===== src/rtl/intc_pkg.sv =====
package intc_pkg;
   localparam int ADDR_W = 3;

   typedef enum logic [ADDR_W-1:0] {
      ADR_PEND  = 3'd0,
      ADR_EN    = 3'd1,
      ADR_CRIT  = 3'd2,
      ADR_POL   = 3'd3,
      ADR_TRIG  = 3'd4,
      ADR_MPEND = 3'd5
   } reg_addr_e;
endpackage


===== src/rtl/intc_cond.sv =====
// Pin conditioning: bit reversal into register order, two-stage registering,
// polarity and trigger selection.
module intc_cond #(
   parameter int N = 32
) (
   input  logic         clk_i,
   input  logic         rst_ni,
   input  logic [N-1:0] pin_i,
   input  logic [N-1:0] pol_i,
   input  logic [N-1:0] trig_i,
   output logic [N-1:0] lvl_act_o,
   output logic [N-1:0] edge_evt_o
);
   logic [N-1:0] pin_r;
   logic [N-1:0] now_q;
   logic [N-1:0] old_q;

   for (genvar g = 0; g < N; g++) begin : g_rev
      assign pin_r[N-1-g] = pin_i[g];
   end

   always_ff @(posedge clk_i or negedge rst_ni) begin
      if (!rst_ni) begin
         now_q <= '0;
         old_q <= '0;
      end else begin
         now_q <= pin_r;
         old_q <= now_q;
      end
   end

   for (genvar b = 0; b < N; b++) begin : g_bit
      logic cur_act;
      logic prev_act;
      assign cur_act       = pol_i[b] ? now_q[b] : ~now_q[b];
      assign prev_act      = pol_i[b] ? old_q[b] : ~old_q[b];
      assign lvl_act_o[b]  = ~trig_i[b] & cur_act;
      assign edge_evt_o[b] =  trig_i[b] & cur_act & ~prev_act;
   end
endmodule


===== src/rtl/intc_status.sv =====
// Pending register: level sets are masked by a clear in the same cycle,
// edge events win over a clear.
module intc_status #(
   parameter int N = 32
) (
   input  logic         clk_i,
   input  logic         rst_ni,
   input  logic [N-1:0] lvl_act_i,
   input  logic [N-1:0] edge_evt_i,
   input  logic [N-1:0] clr_i,
   output logic [N-1:0] pend_o
);
   logic [N-1:0] pend_q;
   logic [N-1:0] pend_d;

   always_comb begin
      pend_d = ((pend_q | lvl_act_i) & ~clr_i) | edge_evt_i;
   end

   always_ff @(posedge clk_i or negedge rst_ni) begin
      if (!rst_ni) pend_q <= '0;
      else         pend_q <= pend_d;
   end

   assign pend_o = pend_q;


   clr_wins_chk: assert property (@(posedge clk_i) disable iff (!rst_ni)
      ((pend_q & $past(clr_i & ~edge_evt_i)) == '0));


   edge_kept_chk: assert property (@(posedge clk_i) disable iff (!rst_ni)
      ((pend_q & $past(edge_evt_i)) == $past(edge_evt_i)));


   set_source_chk: assert property (@(posedge clk_i) disable iff (!rst_ni)
      ((pend_q & ~$past(pend_q) & ~$past(lvl_act_i | edge_evt_i)) == '0));
endmodule


===== src/rtl/intc_route.sv =====
// Masking and routing to the two request outputs.
module intc_route #(
   parameter int N = 32
) (
   input  logic [N-1:0] pend_i,
   input  logic [N-1:0] en_i,
   input  logic [N-1:0] crit_i,
   output logic [N-1:0] masked_o,
   output logic         irq_norm_o,
   output logic         irq_crit_o
);
   assign masked_o   = pend_i & en_i;
   assign irq_norm_o = |(masked_o & ~crit_i);
   assign irq_crit_o = |(masked_o &  crit_i);
endmodule


===== src/rtl/intc_slice.sv =====
module intc_slice #(
   parameter int NUM_IN = 32
) (
   input  logic                      clk_i,
   input  logic                      rst_ni,
   input  logic [NUM_IN-1:0]         irq_pin_i,
   input  logic [intc_pkg::ADDR_W-1:0] reg_addr_i,
   input  logic                      reg_we_i,
   input  logic [NUM_IN-1:0]         reg_wdata_i,
   output logic [NUM_IN-1:0]         reg_rdata_o,
   output logic                      irq_norm_o,
   output logic                      irq_crit_o
);
   import intc_pkg::*;

   localparam int DW = NUM_IN;

   if (NUM_IN < 1 || NUM_IN > 64) begin : g_bad_width
      $error("intc_slice: NUM_IN must be within 1..64");
   end

   logic [DW-1:0] en_q, crit_q, pol_q, trig_q;
   logic [DW-1:0] lvl_act, edge_evt, pend, masked, clr;
   logic          wr_pend, wr_en, wr_crit, wr_pol, wr_trig;

   assign wr_pend = reg_we_i && (reg_addr_i == ADR_PEND);
   assign wr_en   = reg_we_i && (reg_addr_i == ADR_EN);
   assign wr_crit = reg_we_i && (reg_addr_i == ADR_CRIT);
   assign wr_pol  = reg_we_i && (reg_addr_i == ADR_POL);
   assign wr_trig = reg_we_i && (reg_addr_i == ADR_TRIG);
   assign clr     = wr_pend ? reg_wdata_i : '0;

   always_ff @(posedge clk_i or negedge rst_ni) begin
      if (!rst_ni) begin
         en_q   <= '0;
         crit_q <= '0;
         pol_q  <= '0;
         trig_q <= '0;
      end else begin
         if (wr_en)   en_q   <= reg_wdata_i;
         if (wr_crit) crit_q <= reg_wdata_i;
         if (wr_pol)  pol_q  <= reg_wdata_i;
         if (wr_trig) trig_q <= reg_wdata_i;
      end
   end

   intc_cond #(.N(DW)) u_cond (
      .clk_i      (clk_i),
      .rst_ni     (rst_ni),
      .pin_i      (irq_pin_i),
      .pol_i      (pol_q),
      .trig_i     (trig_q),
      .lvl_act_o  (lvl_act),
      .edge_evt_o (edge_evt)
   );

   intc_status #(.N(DW)) u_status (
      .clk_i      (clk_i),
      .rst_ni     (rst_ni),
      .lvl_act_i  (lvl_act),
      .edge_evt_i (edge_evt),
      .clr_i      (clr),
      .pend_o     (pend)
   );

   intc_route #(.N(DW)) u_route (
      .pend_i     (pend),
      .en_i       (en_q),
      .crit_i     (crit_q),
      .masked_o   (masked),
      .irq_norm_o (irq_norm_o),
      .irq_crit_o (irq_crit_o)
   );

   always_comb begin
      case (reg_addr_i)
         ADR_PEND:  reg_rdata_o = pend;
         ADR_EN:    reg_rdata_o = en_q;
         ADR_CRIT:  reg_rdata_o = crit_q;
         ADR_POL:   reg_rdata_o = pol_q;
         ADR_TRIG:  reg_rdata_o = trig_q;
         ADR_MPEND: reg_rdata_o = masked;
         default:   reg_rdata_o = '0;
      endcase
   end


   en_write_chk: assert property (@(posedge clk_i) disable iff (!rst_ni)
      wr_en |=> (en_q == $past(reg_wdata_i)));


   trig_hold_chk: assert property (@(posedge clk_i) disable iff (!rst_ni)
      !wr_trig |=> $stable(trig_q));
endmodule


===== config.mk =====
export PLATFORM = sky130hd
export DESIGN_NAME = intc_slice
export DESIGN_NICKNAME = d
export VERILOG_FILES = /design/src/rtl/intc_pkg.sv /design/src/rtl/intc_cond.sv /design/src/rtl/intc_status.sv /design/src/rtl/intc_route.sv /design/src/rtl/intc_slice.sv
export SDC_FILE = /design/constraint.sdc
export NUM_CORES = 1
export LEC_CHECK = 0
export CAP_MARGIN = 20
export CORE_MARGIN = 4
export CORE_UTILIZATION = 62
export DETAILED_ROUTE_END_ITERATION = 7
export HOLD_SLACK_MARGIN = 0.02
export PLACE_DENSITY_LB_ADDON = 0.3
export REMOVE_ABC_BUFFERS = 1
export SYNTH_ARGS = -nofsm -noshare
export SYNTH_HDL_FRONTEND = slang
export SYNTH_SLANG_ARGS = --single-unit
export TNS_END_PERCENT = 20

===== constraint.sdc =====
create_clock -name clk_i -period 5.75 [get_ports clk_i]
set_input_delay 1.4375 -clock clk_i [delete_from_list [all_inputs] [get_ports clk_i]]
set_output_delay 1.4375 -clock clk_i [all_outputs]
set_load 0.01 [all_outputs]

* Word level (Yosys, flattened, before mapping) *
Index checks and enable logic that the tools add are counted.
Widths: inputs -> output; s select.

word-level totals
  flip-flop bits (word level) = 224
  bits of input ports = 70
  output and inout port bits = 34
  logic and storage cells = 318

operators by class
  equal/unequal tests = 5
  muxes and demuxes = 66
  bitwise logic cells = 232
  reduce and logical (&&, ||, !) cells = 8

operator list
  cell                count
  $pmux 32 s6         1
  $and 32x32->32      4
  $not 1->1           128
  $and 1x1->1         96
  $mux 1              64
  $not 32->32         2
  $or 32x32->32       2
  $reduce_or 32->1    2
  $mux 32             1
  $eq 3x2->1 const B  2
  $eq 3x3->1 const B  2
  $logic_and 1x1->1   5
  $eq 3x1->1 const B  1
  $logic_not 3->1     1

* Depth between registers and ports, before layout *
  depth after elaboration = 6
  gate-level depth with buffers = 7
  mapped depth without buffers = 4

* Hierarchy *
Synthesis repeated with hierarchy kept, for this count alone.

second synthesis, totals
  cell total of the unflattened synthesis = 960
  area total of the unflattened synthesis = 11,362.1 µm²

by module, submodules not included
  module       times used  cells an instance  area each (µm²)  sequential area each (µm²)
  intc_slice   1           534                6,708.9          3,203.1
  intc_cond    1           224                2,801.4          1,601.5
  intc_status  1           96                 1,281.2          800.8
  intc_route   1           106                570.5            0.0

* Least setup slack after synthesis *
Ideal clock, no wire load.

  path kind = input to output
  start = input port reg_addr_i[0] (netlist name)
  end = output port reg_rdata_o[13]
  arrival time = 2.483 ns
  data required time = 4.313 ns
  setup slack = 1.829 ns
  cell stages on the path = 6
  buffers on the path = 3
  cell sequence = buf_4 > buf_4 > clkbuf_1 > a21o_1 > a22oi_1 > o221ai_1

on the way
  cells in the longest elaborated chain, start to end = 2
  elaborated cells on any way between the ends = 7
  classes of those cells = eq/ne: 5; mux: 1; reduce/logical: 1

ends and longest elaborated chain
  what                                RTL line          source
  from (decl)                         intc_slice.sv:7   input logic [intc_pkg::ADDR_W-1:0] reg_addr_i,
  $eq 3x3->1 (tied with other cells)  intc_slice.sv:76  case (reg_addr_i)
  $pmux 32 s6 *                       intc_slice.sv:76
  to (decl)                           intc_slice.sv:10  output logic [NUM_IN-1:0] reg_rdata_o,

Every way passes the cells marked *; elsewhere a longest branch is shown, timed or not.

* Worst setup path in the final report *
  start = input port reg_addr_i[2] (netlist name)
  end = output port reg_rdata_o[31]

Same word-level chain as after synthesis.

==> out/qor.yml <==
pwr-share-clk: 0.343
cpMostUsedCell: "clkdlybuf4s50_1"
maxSlewHeadroom: 0.3313
power_density_mw_per_mm2: 365.5
drc: 0
cts-resized-gates: 0
port-buffer-count: 103
cts_made_buffers: 23
synthCells: 862
dpl.hpwl_mm: 16.30
ys_seq_elements: 224
utilization: 0.7548
cts.sinks: 224
cp_data_required_time_ps: 4310
antenna_found_initial: 0
synth.distinct_cells: 40
finalClockSkew_ps: 15.82
drv_slew: 0
fillCellCount: 1102
syn2layout_area_growth_pct: 19.61
fin_cells: 1199
status: "finished clean"
yosysWarnings: 0
start_util: 0.6310
p_int_mw: 3.293
placed_cells: 1161
cp.arrival_ps: 3690
synthTopCellsByArea: "dfrtp_1, mux2_2, mux2i_1"
cp_slowest_cell: "clkdlybuf4s50_1"
viasPerCell: 6.368
syn_avg_cell_area_sq_um: 12.10
total_power_mw: 4.558
grt_max_degree: 136
post_cts_buffers: 0
core_sq_mm: 0.01652
rows: 47
hold_viol: 0
max_stage_delay_ps: 620
dpl_cell_area_sq_mm: 0.01169
clk-insertion-delay-late_ps: 520
drive_gt1_frac: 0.2308
holdWs_ps: 391.0
wl_per_cell_um: 21.23
drt_iter0_drc: 632
fin_area_sq_mm: 0.01247
clock_path_buffers: 3
setup_viol: 0
die_h_um: 137.7
crit_family: "buffers and inverters"
fmaxAchievable_mhz: 195.2
netlist.area_leader.share: 0.5376
ant_nets: 0
yosysSeqAreaShare: 0.5376
tightest_slew_ps: 1003
critPathBufInv: 3
dieArea_sq_mm: 0.01896
syn-cell-area_sq_mm: 0.01043
worstSetupPathType: "in2out"
peakVddDrop_mv: 0.2492
wl_mm: 25.45
worst_slack_ps: 627.0
place_congestion: 0.8282
p_leak_nw: 5.416
clk_pin_slew_worst_paths_ps: 60
dp_slack_ps: 692.1
path_cells: "clkdlybuf4s50_1, inv_2, nor2_1, a21boi_0, o22ai_1, clkdlybuf4s50_1"
die_w_um: 137.7
end_kind: "primary output"
post-route-period-util: 0.8909
cts_root_buf: "clkbuf_16"
power_frac_comb: 0.199
cts.htree.levels: 1
cts_tree: "yes"
grtUsageTotal: 0.2698
hold_class: "reg2reg"
drv_cap: 0
p_seq_frac: 0.458
grt_pass1_vias: 7649
drt_first_pass_iters: 5
fin_crit_ps: 5123
gr-total-overflow: 0
nets: 1036
switchingPower_mw: 1.265
fin_setup_tns_ps: 0
power_switching_share: 0.2776
crit_path_start_kind: "input pin"
synth_top_area_cell: "dfrtp_1"
ioPinCount: 104
rsz0062_at_grt: "no"
diodes: 0
cp_max_fo: 9
grt_pass1_wl_mm: 40.08
vias: 7635
ctsHoldBuffers: 0
## power by group through the flow
stage / clock [mW] / combinational [mW] / sequential [mW]
5_1_grt: 1.65 / 0.991 / 2.12
3_5_place_dp: 0 / 0.901 / 2.10
6_report: 1.56 / 0.909 / 2.09
4_1_cts: 1.58 / 0.913 / 2.08
3_3_place_gp: 0 / 0.876 / 2.09
2_1_floorplan: 0 / 0.584 / 2.03
## metal layers
metal	GRT usage	wire (um)
met4	0.07927	710
met1	0.3655	10700
met5	0	0
met2	0.4539	12510
met3	0.04018	1530
## registers in the layout (all words and copies together) (netlist names)
register / cells
u_cond.now_q: 32
u_cond.old_q: 32
u_status.pend_o: 32
en_q: 32
crit_q: 32
pol_q: 32
trig_q: 32
## cells in the final DEF, fill, tap and decap left out, types with 3 or more instances in the layout
cell type / count
mux2i_1: 60
mux2_1: 3
mux2_2: 129
clkinv_2: 4
nand2_1: 92
clkdlybuf4s50_1: 100
nand4_1: 10
bufinv_16: 4
a2bb2oi_1: 32
a22oi_1: 32
buf_4: 15
nor2b_1: 3
clkbuf_16: 23
o221ai_1: 24
dfrtp_1: 224
buf_12: 4
a32o_1: 3
nand3_1: 32
o22ai_1: 19
nor2_1: 3
a21o_1: 56
or2_2: 32
clkbuf_8: 4
a21oi_1: 32
nor4_1: 6
o21ai_0: 7
## Yosys cell counts
master / n
a211o_1: 1
a211oi_1: 1
a21boi_0: 2
a21o_1: 56
a21oi_1: 32
a221oi_1: 1
a22oi_1: 32
a2bb2oi_1: 32
a31oi_1: 1
a32o_1: 3
and3_1: 2
and4_1: 1
buf_1: 1
buf_2: 18
buf_4: 10
buf_6: 3
clkbuf_1: 9
clkbuf_2: 1
dfrtp_1: 224
inv_1: 1
inv_2: 2
mux2_1: 3
mux2_2: 129
mux2i_1: 60
nand2_1: 92
nand3_1: 32
nand4_1: 10
nor2_1: 3
nor2_2: 2
nor2b_1: 4
nor3_2: 1
nor4_1: 6
nor4b_4: 1
o211ai_1: 2
o21ai_0: 7
o221ai_1: 24
o22a_1: 1
o22ai_1: 19
o31ai_1: 1
or2_2: 32
## layout make-up
cell class	count	area, sq um	share of cell area
well taps	220	275.3	0.02207
flip-flops and latches	224	5605	0.4494
clock inverters	9	148.9	0.01194
multi-input cells	593	4579	0.3672
repair buffers	121	1214	0.09731
clock buffers	29	638.1	0.05116
inverters	3	11.26	0.0009029
## worst register-to-register path, stage by stage (launching register included)
cell and delay (ps):
dfrtp_1 410, or2_2 320, a21oi_1 140, a2bb2oi_1 220
a21o_1 110
## cell families (layout without fill, tap and decap cells)
family | after synthesis | count (layout) | share of synthesized area
buffers and inverters | 45 | 162 | 0.02424
AO/OA/AOI/OAI | 215 | 215 | 0.1508
AND/OR/NAND/NOR | 186 | 186 | 0.08723
multiplexers | 192 | 192 | 0.2001
flip-flops | 224 | 224 | 0.5376
## worst paths after layout
kind                                  start             endpoint  slack (ps)  cells past startpoint
setup / recovery              reg_addr_i[2]      reg_rdata_o[31]         630                      6
hold / removal             u_cond.now_q[25]     u_cond.old_q[25]         390                      0
setup reg to reg                  pol_q[25]  u_status.pend_o[25]        4490                      4
hold reg to reg            u_cond.now_q[25]     u_cond.old_q[25]         390                      0
max in group asynchronous            rst_ni     u_cond.now_q[11]        3670                      2
min in group asynchronous            rst_ni      u_cond.old_q[9]        1050                      1
Power figures use the tool's default switching activity.
